<file path="config.mk">
export PLATFORM = sky130hd
export DESIGN_NAME = sercfg_write_slave
export DESIGN_NICKNAME = d
export VERILOG_FILES = /design/src/rtl/sercfg_pkg.sv /design/src/rtl/sercfg_sync.sv /design/src/rtl/sercfg_deframer.sv /design/src/rtl/sercfg_regbank.sv /design/src/rtl/sercfg_write_slave.sv
export SDC_FILE = /design/constraint.sdc
export NUM_CORES = 1
export LEC_CHECK = 0
export BUFFER_PORTS_ARGS = -buffer_cell sky130_fd_sc_hd__buf_2
export CAP_MARGIN = 20
export CORE_MARGIN = 3
export CORE_UTILIZATION = 41
export DETAILED_ROUTE_END_ITERATION = 7
export PLACE_DENSITY = 0.65
export SYNTH_ARGS = -nofsm -noshare
export SYNTH_HDL_FRONTEND = slang
export SYNTH_SLANG_ARGS = --single-unit
</file>
<file path="constraint.sdc">
create_clock -name clk -period 2.2 [get_ports clk]
set_input_delay 0.44 -clock clk [delete_from_list [all_inputs] [get_ports clk]]
set_output_delay 0.44 -clock clk [all_outputs]
set_load 0.02 [all_outputs]
</file>
<file path="src/rtl/sercfg_pkg.sv">
`timescale 1ns/1ps
// Shared definitions for the serial configuration write slave.
// The frame layout is fixed by the link protocol and is not a parameter.
package sercfg_pkg;

    localparam int FRAME_W = 24;
    localparam int ADDR_W  = 14;
    localparam int DATA_W  = 8;

    // Frame as received, first transmitted bit in the MSB.
    typedef struct packed {
        logic              rd_flag;   // 1 = read request (not served)
        logic              marker;    // must be 1 for a valid write
        logic [ADDR_W-1:0] addr;
        logic [DATA_W-1:0] data;
    } cfg_frame_t;

    // Default content of register idx.
    function automatic logic [DATA_W-1:0] reg_default(input int idx,
                                                      input logic [DATA_W-1:0] base);
        return base + DATA_W'(idx);
    endfunction

endpackage

</file>
<file path="src/rtl/sercfg_sync.sv">
`timescale 1ns/1ps
// Brings the three serial link lines into the clk domain and flags each
// rising edge of the serial clock.
// Assumes: STAGES >= 2; clk is fast enough that each serial clock phase
// lasts at least two clk periods and data is stable across the rise.
module sercfg_sync #(
    parameter int STAGES = 2
) (
    input  logic clk,
    input  logic rst_n,
    input  logic ser_clk_i,
    input  logic ser_en_n_i,
    input  logic ser_data_i,
    output logic sclk_rise_o,
    output logic en_active_o,
    output logic sdata_o
);

    logic [STAGES-1:0] sclk_pipe;
    logic [STAGES-1:0] en_pipe;
    logic [STAGES-1:0] data_pipe;
    logic              sclk_last;

    // Synchronizer chains; the enable resets to its inactive level.
    always_ff @(posedge clk) begin
        if (!rst_n) begin
            sclk_pipe <= '0;
            en_pipe   <= '1;
            data_pipe <= '0;
            sclk_last <= 1'b0;
        end else begin
            sclk_pipe <= {sclk_pipe[STAGES-2:0], ser_clk_i};
            en_pipe   <= {en_pipe[STAGES-2:0], ser_en_n_i};
            data_pipe <= {data_pipe[STAGES-2:0], ser_data_i};
            sclk_last <= sclk_pipe[STAGES-1];
        end
    end

    // Rising-edge flag and synchronized line values.
    assign sclk_rise_o = sclk_pipe[STAGES-1] & ~sclk_last;
    assign en_active_o = ~en_pipe[STAGES-1];
    assign sdata_o     = data_pipe[STAGES-1];

endmodule

</file>
<file path="src/rtl/sercfg_deframer.sv">
`timescale 1ns/1ps
// Shifts in one bit per synchronized serial clock rise while the enable is
// active, and emits a one-cycle valid with the complete frame every
// FRAME_W bits. An inactive enable discards any partial frame.
// Assumes: at most one bit strobe per clk cycle.
module sercfg_deframer
    import sercfg_pkg::*;
(
    input  logic                       clk,
    input  logic                       rst_n,
    input  logic                       bit_strobe_i,
    input  logic                       en_active_i,
    input  logic                       bit_i,
    output logic                       frame_valid_o,
    output cfg_frame_t                 frame_o,
    output logic [$clog2(FRAME_W)-1:0] bit_count_o
);

    localparam int CNT_W = $clog2(FRAME_W);
    localparam logic [CNT_W-1:0] LAST_BIT = CNT_W'(FRAME_W - 1);

    logic [CNT_W-1:0]   bit_cnt;
    logic [FRAME_W-2:0] shift_q;

    // Bit counting, shifting and frame completion.
    always_ff @(posedge clk) begin
        if (!rst_n) begin
            bit_cnt       <= '0;
            shift_q       <= '0;
            frame_valid_o <= 1'b0;
            frame_o       <= '0;
        end else begin
            frame_valid_o <= 1'b0;
            if (!en_active_i) begin
                bit_cnt <= '0;
            end else if (bit_strobe_i) begin
                if (bit_cnt == LAST_BIT) begin
                    bit_cnt       <= '0;
                    frame_valid_o <= 1'b1;
                    frame_o       <= {shift_q, bit_i};
                end else begin
                    bit_cnt <= bit_cnt + 1'b1;
                    shift_q <= {shift_q[FRAME_W-3:0], bit_i};
                end
            end
        end
    end

    assign bit_count_o = bit_cnt;

endmodule

</file>
<file path="src/rtl/sercfg_regbank.sv">
`timescale 1ns/1ps
// Register bank: applies valid write frames, reloads defaults on a
// hardware reset pulse or when the self-clearing reset bit is set.
// Assumes: SWRST_ADDR < NUM_REGS, SWRST_BIT < DATA_W; frames arrive at
// least two clk cycles apart.
module sercfg_regbank
    import sercfg_pkg::*;
#(
    parameter int                NUM_REGS     = 8,
    parameter int                SWRST_ADDR   = 6,
    parameter int                SWRST_BIT    = 0,
    parameter logic [DATA_W-1:0] DEFAULT_BASE = 8'hA0
) (
    input  logic                         clk,
    input  logic                         rst_n,
    input  logic                         hw_reset_i,
    input  logic                         frame_valid_i,
    input  cfg_frame_t                   frame_i,
    output logic [NUM_REGS*DATA_W-1:0]   regs_o
);

    logic [NUM_REGS*DATA_W-1:0] regs_flat;
    logic                       sw_reset_req;
    logic                       write_ok;

    // A write needs the write flag, the marker and an in-range address.
    assign write_ok = frame_valid_i && !frame_i.rd_flag && frame_i.marker &&
                      (frame_i.addr < ADDR_W'(NUM_REGS));

    // The reset bit acts on the cycle after it was written.
    assign sw_reset_req = regs_flat[SWRST_ADDR*DATA_W + SWRST_BIT];

    for (genvar gi = 0; gi < NUM_REGS; gi++) begin : g_cell
        localparam logic [DATA_W-1:0] CELL_DEF = reg_default(gi, DEFAULT_BASE);
        logic [DATA_W-1:0] cell_q;

        // One register: resets take priority over a write.
        always_ff @(posedge clk) begin
            if (!rst_n) begin
                cell_q <= CELL_DEF;
            end else if (hw_reset_i || sw_reset_req) begin
                cell_q <= CELL_DEF;
            end else if (write_ok && (frame_i.addr == ADDR_W'(gi))) begin
                cell_q <= frame_i.data;
            end
        end

        assign regs_flat[gi*DATA_W +: DATA_W] = cell_q;
    end

    assign regs_o = regs_flat;

endmodule

</file>
<file path="src/rtl/sercfg_write_slave.sv">
`timescale 1ns/1ps
// Top level: serial configuration write slave. Synchronizes the serial
// link, assembles 24-bit frames and commits writes into a register bank.
// Assumes: hw_reset_i is synchronous to clk; clk at least four times the
// serial clock rate.
module sercfg_write_slave
    import sercfg_pkg::*;
#(
    parameter int                NUM_REGS     = 8,
    parameter int                SYNC_STAGES  = 2,
    parameter int                SWRST_ADDR   = 6,
    parameter int                SWRST_BIT    = 0,
    parameter logic [DATA_W-1:0] DEFAULT_BASE = 8'hA0
) (
    input  logic                       clk,
    input  logic                       rst_n,
    input  logic                       hw_reset_i,
    input  logic                       ser_clk_i,
    input  logic                       ser_en_n_i,
    input  logic                       ser_data_i,
    output logic [NUM_REGS*DATA_W-1:0] regs_o
);

    logic                       sclk_rise;
    logic                       en_active;
    logic                       sdata;
    logic                       frame_valid;
    cfg_frame_t                 frame;
    logic [$clog2(FRAME_W)-1:0] bit_cnt;

    sercfg_sync #(.STAGES(SYNC_STAGES)) u_sync (
        .clk         (clk),
        .rst_n       (rst_n),
        .ser_clk_i   (ser_clk_i),
        .ser_en_n_i  (ser_en_n_i),
        .ser_data_i  (ser_data_i),
        .sclk_rise_o (sclk_rise),
        .en_active_o (en_active),
        .sdata_o     (sdata)
    );

    sercfg_deframer u_defr (
        .clk           (clk),
        .rst_n         (rst_n),
        .bit_strobe_i  (sclk_rise),
        .en_active_i   (en_active),
        .bit_i         (sdata),
        .frame_valid_o (frame_valid),
        .frame_o       (frame),
        .bit_count_o   (bit_cnt)
    );

    sercfg_regbank #(
        .NUM_REGS     (NUM_REGS),
        .SWRST_ADDR   (SWRST_ADDR),
        .SWRST_BIT    (SWRST_BIT),
        .DEFAULT_BASE (DEFAULT_BASE)
    ) u_bank (
        .clk           (clk),
        .rst_n         (rst_n),
        .hw_reset_i    (hw_reset_i),
        .frame_valid_i (frame_valid),
        .frame_i       (frame),
        .regs_o        (regs_o)
    );

endmodule

</file>
==> results.py <==
metrics = {
    "sta": {
        "fin_ws_ns": 0.319,
        "finalSetupViolCount": 0,
        "finClkSkew_ns": 0.00764,
        "finalHoldViolCount": 0,
        "tightest_slew_ns": 0.757,
        "slew_headroom_pct": 49.5,
        "maxSlewViolCount": 0,
        "rsz0062_at_grt": "no",
        "timing.final.crit_share_pct": 85.5,
        "period_minus_slack_ns": 1.88,
        "clock.fmax_mhz": 532,
        "fin_setup_tns_ns": 0,
    },
    "synth": {
        "yosysWarnings": 0,
        "synth_largest_area_cell": "dfxtp_1",
        "synth.mux.area_fraction_pct": 13.7,
        "netlist_area_sq_um": 4670,
        "synth_cell_types": 31,
        "synth_fp_nets": 497,
        "syn_inst": 490,
        "yosys-top-cells-area": "dfxtp_1 (53%), mux2i_1 (14%), nand2_1 (11%)",
        "synth_fa_ha_area_share_pct": 0.268,
        "synth_top_area_share_pct": 53.1,
        "ys_ff_latch": 124,
        "synth_top_family_by_area": "simple AND/OR/NAND/NOR gates",
        "yosysSeqAreaShare_pct": 53.1,
        "syn_avg_cell_area_sq_um": 9.53,
        "synth_xor_area_share_pct": 0.188,
        "synth-simple-area-share_pct": 21.2,
        "synth_compound_area_share_pct": 7.88,
    },
    "final_layout": {
        "drive_gt1_share_pct": 21.3,
        "final_cell_mix": "nand2_1 (140), dfxtp_1 (124), buf_2 (69)",
        "layout_commonest_cell": "nand2_1",
        "utilization_pct": 51.9,
        "diodes": 0,
        "nFillCells": 1002,
        "final_nets": 562,
        "area_delta_synth_final_pct": 22.1,
    },
    "drt": {
        "first_pass_iters": 6,
        "drtAntennaViolNets": 0,
        "wl_per_cell_microns": 14.0,
        "remaining_drc_errors": 0,
        "routed_via_density": 4.84,
        "routed_wl_mm": 9.90,
        "vias": 3424,
        "dr.first_iter.drc_count": 212,
    },
    "critical_path": {
        "end_kind": "register",
        "crit_path_max_fanout": 23,
        "slowest_stage": "or3_1",
        "path_buf_inv": 0,
        "worstSetupPathType": "reg2reg",
        "worst_ep_arrival_time_ns": 2.22,
        "worstReg2RegEnd": "u_defr.shift_q[6]",
        "r2r_setup_slack_ns": 0.32,
        "critPathTopFamily": "simple AND/OR/NAND/NOR gates",
        "cp-start-kind": "register",
        "slowest_delay_ns": 0.63,
        "timing.rr.start": "u_defr.bit_count_o[0]",
        "cp_data_required_time_ns": 2.54,
        "reg2reg_depth": 5,
        "worstPathCellList": "ha_1, and4b_1, or3_1, nand2_1, a21boi_1",
    },
    "power_and_ir_drop": {
        "clkPwrFrac_pct": 55.1,
        "p_per_area_nw_per_um2": 910,
        "ir_drop_uv": 448,
        "p_int_uw": 4120,
        "p_switching_uw": 1070,
        "p_seq_share_pct": 43.5,
        "p_leak_uw": 0.00246,
        "pwr-share-comb_pct": 1.5,
        "sw_frac_of_total_pct": 20.5,
    },
    "die": {
        "num_rows": 38,
        "dieWidth_microns": 113,
        "die_y_microns": 113,
        "die_area_sq_um": 12700,
        "core_area_sq_um": 11000,
        "ios": 70,
        "start_util_pct": 42.5,
    },
    "placed_design": {
        "gp_congestion": 0.737,
        "pre_cts_ws_ns": 0.302,
        "io_buffers": 69,
        "dp_hpwl_mm": 6.66,
    },
    "grt": {
        "grt.busiest_layer": "met2",
        "grt_max_degree": 57,
        "grtUsageMet2_pct": 26.1,
        "grt.met3_usage_pct": 4.60,
        "grt_pass1_wl_mm": 16.3,
        "met1_usage_pct": 20.5,
        "grt-ovfl-total": 0,
        "grt_pass1_vias": 3332,
        "track_usage_pct": 16.2,
        "antenna_found_initial": 0,
    },
    "hold_path": {
        "min-delay-start": "ser_en_n_i",
        "hp-class": "in2reg",
        "holdPathStages": 2,
        "whs_endpoint": "u_sync.en_pipe[0]",
    },
    "clocking": {
        "post_cts_buffers": 0,
        "cts_made_buffers": 17,
        "clkLatencyLatePin_ns": 0.41,
        "root_buffer": "clkbuf_16",
        "clk_pin_slew_worst_paths_ns": 0.06,
        "cts_resized": 0,
        "cts_hold_buffers": 0,
        "h-tree-depth": 4,
        "cts_tree": "built",
        "max-clock-path-buffers": 2,
        "clock_sinks": 124,
    },
    "run_status": {
        "outcome": "complete, no violations",
    },
    "flow_run": {
        "drv_cap": 0,
    },
}
[through the flow]
stage               cells  hold slack [ns]  area [sq um]  total power (uW)
CTS                   708            0.194          5700              5230
detailed placement    676            0.403          5080              2380
floorplan             490            0.386          4670              2360
finish                708            0.205          5700              5190
global route          708            0.217          5700              5350
global placement      676            0.389          5080              2380
[worst reg2reg max path, cell delays in order, from the launching register on]
cell      delay, ns
dfxtp_1        0.37
ha_1           0.23
and4b_1        0.28
or3_1          0.63
nand2_1        0.14
a21boi_1       0.17
[registers in the layout (all words and copies together), names as in the netlist]
register and count:
u_defr.frame_valid_o 1, u_sync.sclk_last 1, u_defr.bit_count_o 5, u_defr.shift_q 23, u_sync.en_pipe 2, u_sync.data_pipe 2
u_defr.frame_o 24, u_bank.g_cell.cell_q 64, u_sync.sclk_pipe 2
[logic make-up after synthesis]
family / Yosys count
and+or+nand+nor: 219
DFF: 124
buffers and inverters: 31
adders and majority gates: 1
xor gates and xnor gates: 1
muxes: 64
AOI/OAI and AO/OA: 50
[layer usage]
metal  vias up  routed length [microns]
met5         -                        0
met3        13                      522
li1       1746                        -
met4         0                      126
met2        72                     4640
met1      1593                     4600
[area by class of cell]
| cell class | instances | area (sq um) | area share (%) |
|---|---|---|---|
| Timing Repair Buffer | 77 | 405 | 7.11 |
| Sequential cell | 124 | 2480 | 43.5 |
| Clock buffer | 19 | 453 | 7.94 |
| Clock inverter | 13 | 166 | 2.92 |
| Multi-Input combinational cell | 335 | 2020 | 35.4 |
| Tap cell | 140 | 175 | 3.07 |
[power by group through the flow]
stage	combinational (uW)	clock [uW]	sequential, uW
CTS	76.1	2900	2250
detailed placement	75.8	0	2300
floorplan	57.3	0	2300
finish	75.6	2860	2260
global route	83.7	3020	2250
global placement	75.3	0	2300
[cell usage after synthesis]
| library cell | n |
|---|---|
| ha_1 | 1 |
| and3b_1 | 1 |
| nand4b_1 | 1 |
| buf_2 | 10 |
| nor2b_1 | 3 |
| and4b_1 | 1 |
| nor4b_2 | 2 |
| nand3b_2 | 1 |
| or3_1 | 3 |
| and2_1 | 8 |
| clkbuf_1 | 15 |
| a21oi_1 | 3 |
| nor3_2 | 2 |
| buf_4 | 2 |
| mux2i_1 | 64 |
| nand4_1 | 1 |
| dfxtp_1 | 124 |
| and4_1 | 2 |
| nand3_1 | 1 |
| nor4_2 | 1 |
| nand2_2 | 4 |
| a21boi_0 | 7 |
| nand2_1 | 140 |
| nand2b_1 | 4 |
| nor2_1 | 39 |
| nor3_1 | 2 |
| nor3b_1 | 1 |
| buf_6 | 4 |
| a21boi_1 | 40 |
| xor2_1 | 1 |
| nand3_4 | 2 |
[worst max-delay path by stage]
stage | cells past startpoint | startpoint | endpoint
floorplan | 7 | u_defr.bit_count_o[0] | u_defr.shift_q[10]
global route | 5 | u_defr.bit_count_o[0] | u_defr.shift_q[2]
global placement | 5 | u_defr.bit_count_o[0] | u_defr.shift_q[2]
CTS | 5 | u_defr.bit_count_o[0] | u_defr.shift_q[6]
finish | 5 | u_defr.bit_count_o[0] | u_defr.shift_q[6]
detailed placement | 5 | u_defr.bit_count_o[0] | u_defr.shift_q[20]
No activity file was read; power rests on OpenSTA's default activity.
